--- config.mk ---
export PLATFORM = sky130hd
export DESIGN_NAME = sbox_sched
export DESIGN_NICKNAME = d
export VERILOG_FILES = /design/src/rtl/sbox_sched_pkg.sv /design/src/rtl/rng_lfsr16.sv /design/src/rtl/order_store.sv /design/src/rtl/slot_ctrl.sv /design/src/rtl/sbox_sched.sv
export SDC_FILE = /design/constraint.sdc
export NUM_CORES = 1
export LEC_CHECK = 0
export ABC_AREA = 1
export BUFFER_PORTS_ARGS = -buffer_cell sky130_fd_sc_hd__buf_2
export CORE_ASPECT_RATIO = 2
export CORE_MARGIN = 2
export CORE_UTILIZATION = 25
export DETAILED_ROUTE_END_ITERATION = 10
export SYNTH_ARGS = -nofsm -noshare
export SYNTH_HDL_FRONTEND = slang
export SYNTH_HIERARCHICAL = 1
export SYNTH_SLANG_ARGS = --single-unit
--- constraint.sdc ---
create_clock -name clk -period 11.6 [get_ports clk]
set_input_delay 1.16 -clock clk [delete_from_list [all_inputs] [get_ports clk]]
set_output_delay 1.16 -clock clk [all_outputs]
set_load 0.1 [all_outputs]
--- src/rtl/sbox_sched_pkg.sv ---
package sbox_sched_pkg;
  localparam int          RW        = 16;
  localparam logic [15:0] RND_RESET = 16'hACE1;

  function automatic logic [RW-1:0] rnd_advance(input logic [RW-1:0] s);
    return {s[RW-2:0], s[15] ^ s[13] ^ s[12] ^ s[10]};
  endfunction
endpackage

--- src/rtl/rng_lfsr16.sv ---
module rng_lfsr16
  import sbox_sched_pkg::*;
(
  input  logic          clk,
  input  logic          rst_n,
  input  logic          seed_load,
  input  logic [RW-1:0] seed_val,
  output logic [RW-1:0] rnd
);
  logic [RW-1:0] rnd_q, rnd_n;

  always_comb begin
    if (seed_load) rnd_n = (seed_val == '0) ? RND_RESET : seed_val;
    else           rnd_n = rnd_advance(rnd_q);
  end

  always_ff @(posedge clk or negedge rst_n) begin
    if (!rst_n) rnd_q <= RND_RESET;
    else        rnd_q <= rnd_n;
  end

  assign rnd = rnd_q;


  seed_take_chk: assert property (@(posedge clk) disable iff (!rst_n)
    (seed_load && seed_val != '0) |=> rnd_q == $past(seed_val));

  never_zero_chk: assert property (@(posedge clk) disable iff (!rst_n)
    rnd_q != '0);
endmodule

--- src/rtl/order_store.sv ---
module order_store #(
  parameter int NB = 16,
  localparam int IW = $clog2(NB)
) (
  input  logic          clk,
  input  logic          rst_n,
  input  logic          swap_en,
  input  logic [IW-1:0] pos_a,
  input  logic [IW-1:0] pos_b,
  output logic [IW-1:0] pick
);
  logic [NB-1:0][IW-1:0] ord_q, ord_n;

  always_comb begin
    ord_n = ord_q;
    if (swap_en) begin
      ord_n[pos_a] = ord_q[pos_b];
      ord_n[pos_b] = ord_q[pos_a];
    end
  end

  always_ff @(posedge clk or negedge rst_n) begin
    if (!rst_n) begin
      for (int i = 0; i < NB; i++) ord_q[i] <= IW'(i);
    end else if (swap_en) begin
      ord_q <= ord_n;
    end
  end

  assign pick = ord_q[pos_b];

  logic [NB-1:0] present;
  always_comb begin
    present = '0;
    for (int i = 0; i < NB; i++) present[ord_q[i]] = 1'b1;
  end


  perm_whole_chk: assert property (@(posedge clk) disable iff (!rst_n)
    present == {NB{1'b1}});
endmodule

--- src/rtl/slot_ctrl.sv ---
module slot_ctrl #(
  parameter int NB = 16,
  parameter int ND = 4,
  localparam int KW = $clog2(NB + 1),
  localparam int DW = $clog2(ND + 1)
) (
  input  logic          clk,
  input  logic          rst_n,
  input  logic          start,
  input  logic          dummy_en,
  input  logic          coin,
  output logic          busy,
  output logic          dummy_slot,
  output logic          real_slot,
  output logic [KW-1:0] real_cnt,
  output logic          done
);
  logic          busy_q, busy_n;
  logic [KW-1:0] k_q, k_n;
  logic [DW-1:0] dl_q, dl_n;
  logic          done_q, done_n;
  logic          last;

  always_comb begin
    dummy_slot = busy_q && (dl_q != '0) && ((k_q == KW'(NB)) || coin);
    real_slot  = busy_q && !dummy_slot;
    last = (dummy_slot && dl_q == DW'(1) && k_q == KW'(NB)) ||
           (real_slot && k_q == KW'(NB - 1) && dl_q == '0);
    busy_n = busy_q;
    k_n    = k_q;
    dl_n   = dl_q;
    done_n = last;
    if (!busy_q && start) begin
      busy_n = 1'b1;
      k_n    = '0;
      dl_n   = dummy_en ? DW'(ND) : '0;
    end else if (busy_q) begin
      if (dummy_slot) dl_n = dl_q - DW'(1);
      if (real_slot)  k_n  = k_q + KW'(1);
      if (last)       busy_n = 1'b0;
    end
  end

  always_ff @(posedge clk or negedge rst_n) begin
    if (!rst_n) begin
      busy_q <= 1'b0;
      k_q    <= '0;
      dl_q   <= '0;
      done_q <= 1'b0;
    end else begin
      busy_q <= busy_n;
      k_q    <= k_n;
      dl_q   <= dl_n;
      done_q <= done_n;
    end
  end

  assign busy     = busy_q;
  assign real_cnt = k_q;
  assign done     = done_q;


  done_pulse_chk: assert property (@(posedge clk) disable iff (!rst_n)
    done_q |-> (!busy_q && $past(busy_q)));

  round_end_chk: assert property (@(posedge clk) disable iff (!rst_n)
    done_q |-> (k_q == KW'(NB) && dl_q == '0));

  dummy_bound_chk: assert property (@(posedge clk) disable iff (!rst_n)
    dl_q <= DW'(ND));

  no_restart_chk: assert property (@(posedge clk) disable iff (!rst_n)
    (busy_q && start && !last) |=> (busy_q && k_q >= $past(k_q)));
endmodule

--- src/rtl/sbox_sched.sv ---
module sbox_sched
  import sbox_sched_pkg::*;
#(
  parameter int NB = 16,
  parameter int ND = 4,
  localparam int IW = $clog2(NB),
  localparam int KW = $clog2(NB + 1)
) (
  input  logic          clk,
  input  logic          rst_n,
  input  logic          start,
  input  logic          dummy_en,
  input  logic          seed_load,
  input  logic [RW-1:0] seed_val,
  output logic          slot_valid,
  output logic          slot_real,
  output logic [IW-1:0] slot_idx,
  output logic          done
);
  logic [RW-1:0] rnd;
  logic          busy, dummy_slot, real_slot;
  logic [KW-1:0] real_cnt;
  logic [KW-1:0] span, offs, sel_full;
  logic [IW-1:0] pick;

  rng_lfsr16 u_rng (
    .clk(clk), .rst_n(rst_n), .seed_load(seed_load),
    .seed_val(seed_val), .rnd(rnd)
  );

  slot_ctrl #(.NB(NB), .ND(ND)) u_ctrl (
    .clk(clk), .rst_n(rst_n), .start(start), .dummy_en(dummy_en),
    .coin(rnd[RW-1]), .busy(busy), .dummy_slot(dummy_slot),
    .real_slot(real_slot), .real_cnt(real_cnt), .done(done)
  );

  always_comb begin
    span     = (real_cnt >= KW'(NB)) ? KW'(1) : KW'(NB) - real_cnt;
    offs     = KW'(rnd[IW-1:0]) % span;
    sel_full = real_cnt + offs;
  end

  order_store #(.NB(NB)) u_ord (
    .clk(clk), .rst_n(rst_n), .swap_en(real_slot),
    .pos_a(real_cnt[IW-1:0]), .pos_b(sel_full[IW-1:0]), .pick(pick)
  );

  assign slot_valid = busy;
  assign slot_real  = real_slot;
  assign slot_idx   = dummy_slot ? rnd[2*IW-1:IW] : pick;


  pick_range_chk: assert property (@(posedge clk) disable iff (!rst_n)
    real_slot |-> (sel_full >= real_cnt && sel_full < KW'(NB)));

  idle_quiet_chk: assert property (@(posedge clk) disable iff (!rst_n)
    !slot_valid |-> !slot_real);
endmodule

==> flow_summary_export.csv <==
group,metric,value,unit
run_status,status,"finished clean",
die,die_h,254,µm
critical_path,regToRegEndpoint,"u_ord/ord_q[57]",
hold_path,min_to,"u_rng/rnd[9]",
sta,skew,9.43,ps
clock_network,cts.sinks,90,
cells_and_area,fill_cells,3435,
die,core_area,30900,µm²
synth,synthDistinctLibCells,47,
clock_network,path_clk_slew,70,ps
drt,dr.pass1.iters,6,
critical_path,cp_max_fo,27,
critical_path,worst_path_most_repeated_cell,"nand2_1",
global_route,first_global_vias,8091,
clock_network,cts_made_buffers,9,
synth,netlist_instances,1269,
place,dp_hpwl,20600,µm
critical_path,crit_type,"flop to primary output",
critical_path,max_stage_delay,380,ps
hold_path,holdPathStages,2,
cells_and_area,finalInstanceArea,8540,µm²
critical_path,r2r-start,"u_ctrl/real_cnt[1]",
sta,period_share,0.885,
critical_path,required,10440,ps
die,die_w,129,µm
die,die-area,32800,µm²
synth,ys_ff_latch,90,
synth,synth_common_cells,"nand2_1, o21ai_1, inv_1",
drt,wire_per_inst,16.7,µm
global_route,antenna_found_initial,0,
drt,vias_per_cell,4.81,
synth,async_reset_ff_frac,1.00,
synth,synth.net_count,1316,
sta,setup-violations-final,0,
clock_network,worstSkewPairLatency,370,ps
place,postPlaceCellArea,8190,µm²
flow_run,cap_violations,0,
clock_network,cts_tree,"built",
synth,synth_top_cell_by_area,"nand2_1",
clock_network,h-tree-depth,3,
cells_and_area,nNetsFinal,1316,
cells_and_area,area_growth,9.03,%
sta,hold_viol,0,
cells_and_area,layout-drive-gt1-share,0.140,
hold_path,hold_start,"u_rng/rnd[8]",
global_route,grt_pass1_wl,44000,µm
cells_and_area,utilization,0.277,
die,start_util,0.254,
synth,yosys_warnings,6,
sta,tightest_slew,895,ps
sta,relSlewSlack,0.402,
clock_network,clock_path_buffers,2,
sta,max_clock_freq,97.4,MHz
die,fp-row-count,91,
clock_network,cts_hold_buf,0,
sta,finalSetupTns,0,ps
cells_and_area,antenna_cells,0,
sta,rsz0062_at_grt,"false",
sta,finalCriticalPeriod,10260,ps
critical_path,reg2reg_depth,51,
synth,syn_area,7830,µm²
clock_network,clock-root-buffer,"clkbuf_16",
drt,routed_wl,28300,µm
clock_network,ctsResizeCount,0,
drt,vias,8142,
critical_path,cp-end-kind,"primary output",
sta,whs,454,ps
global_route,overflow,0,
synth,synthFlopType,"dfrtp_1",
critical_path,rrSetupSlack,2410,ps
clock_network,post-cts-setup-buffer-count,0,
synth,syn_avg_cell_area,6.17,µm²
critical_path,crit_path_start_kind,"flop",
synth,synth_top_area_frac,0.307,
global_route,grt_start_max_net_pins,54,
drt,drc,0,
place,gp_congestion,0.962,
drt,ant_nets,0,
critical_path,arrival,9100,ps
drt,drt_iter0_markers,712,
hold_path,hp-class,"flop to flop",
critical_path,slowest_stage,"ha_1",
synth,synth_edf_count,0,
sta,drv_slew,0,
global_route,track_usage,0.177,
place,io_buffers,27,
synth,synthTopCellsByArea,"nand2_1, dfrtp_1, dfstp_2",
synth,ys_seq_area_frac,0.294,
synth,yosysMostFrequentCell,"nand2_1",
die,ios,28,
[critical path: cells and delay by family, from the launching register on]
family,cells,cell delay (ps)
xor+xnor,1,200
fa+ha+maj,7,1990
flops,1,330
mux,1,290
compound gates,8,1270
simple gates,25,3060
buf+inv,10,1570
[area by class of cell]
type,instances,area (µm²),share of cell area
multi-input cells,1035,4810,0.563
clock buffers,10,229,0.0268
repair buffers,31,168,0.0196
inverters,102,390,0.0457
clock inverters,6,115,0.0135
well taps,418,523,0.0613
flip-flops and latches,90,2300,0.270
[metal layers]
metal / up-vias / GRT usage / wire [µm]
li1: 4005 / - / -
met1: 3709 / 0.173 / 9620
met2: 298 / 0.317 / 14400
met3: 130 / 0.0245 / 1410
met4: 0 / 0.159 / 2880
met5: - / 0 / 0
[cell families after synthesis]
family          count (synthesis)  share of synthesized area
compound gates                201                      0.136
xor+xnor                        9                     0.0101
fa+ha+maj                      26                     0.0435
buf+inv                       144                     0.0919
flops                          90                      0.294
mux                             4                    0.00575
other cells                     1                   0.000479
simple gates                  794                      0.419
[worst max-delay path by stage]
stage	start	to	depth (start not counted)
floorplan	u_ctrl/real_cnt[0]	slot_idx[0]	52
global placement	u_ctrl/real_cnt[1]	slot_idx[2]	52
detailed placement	u_ctrl/real_cnt[1]	slot_idx[2]	53
CTS	u_ctrl/real_cnt[1]	slot_idx[2]	53
global route	u_ctrl/real_cnt[1]	slot_idx[2]	52
finish	u_ctrl/real_cnt[1]	slot_idx[2]	52
[metrics by stage]
stage | instances | setup WS (ps)
detailed placement | 1676 | 1720
floorplan | 1269 | 2930
CTS | 1692 | 1310
global route | 1692 | 415
finish | 1692 | 1340
global placement | 1676 | 1900
[state kept, by name (all words and copies together), names as in the netlist]
name and count:
u_ctrl/busy 1, u_ctrl/dl_q 3, u_ctrl/done 1, u_ctrl/real_cnt 5, u_ord/ord_q 64, u_rng/rnd 16
[layout by cell type (no fill, tap or decap), types with 24 or more instances in the layout]
cell type | netlist | routed
o21ai_1 | 127 | 127
ha_1 | 24 | 24
inv_1 | 70 | 70
o21ai_0 | 54 | 54
dfstp_2 | 40 | 40
inv_2 | 28 | 28
dfrtp_1 | 50 | 49
nand3_1 | 27 | 27
nand2_1 | 640 | 640
nor2_1 | 53 | 53
buf_2 | 11 | 26
Power is not shown: default switching activity piles up to over one toggle a cycle in this logic, so the estimate is an artifact.
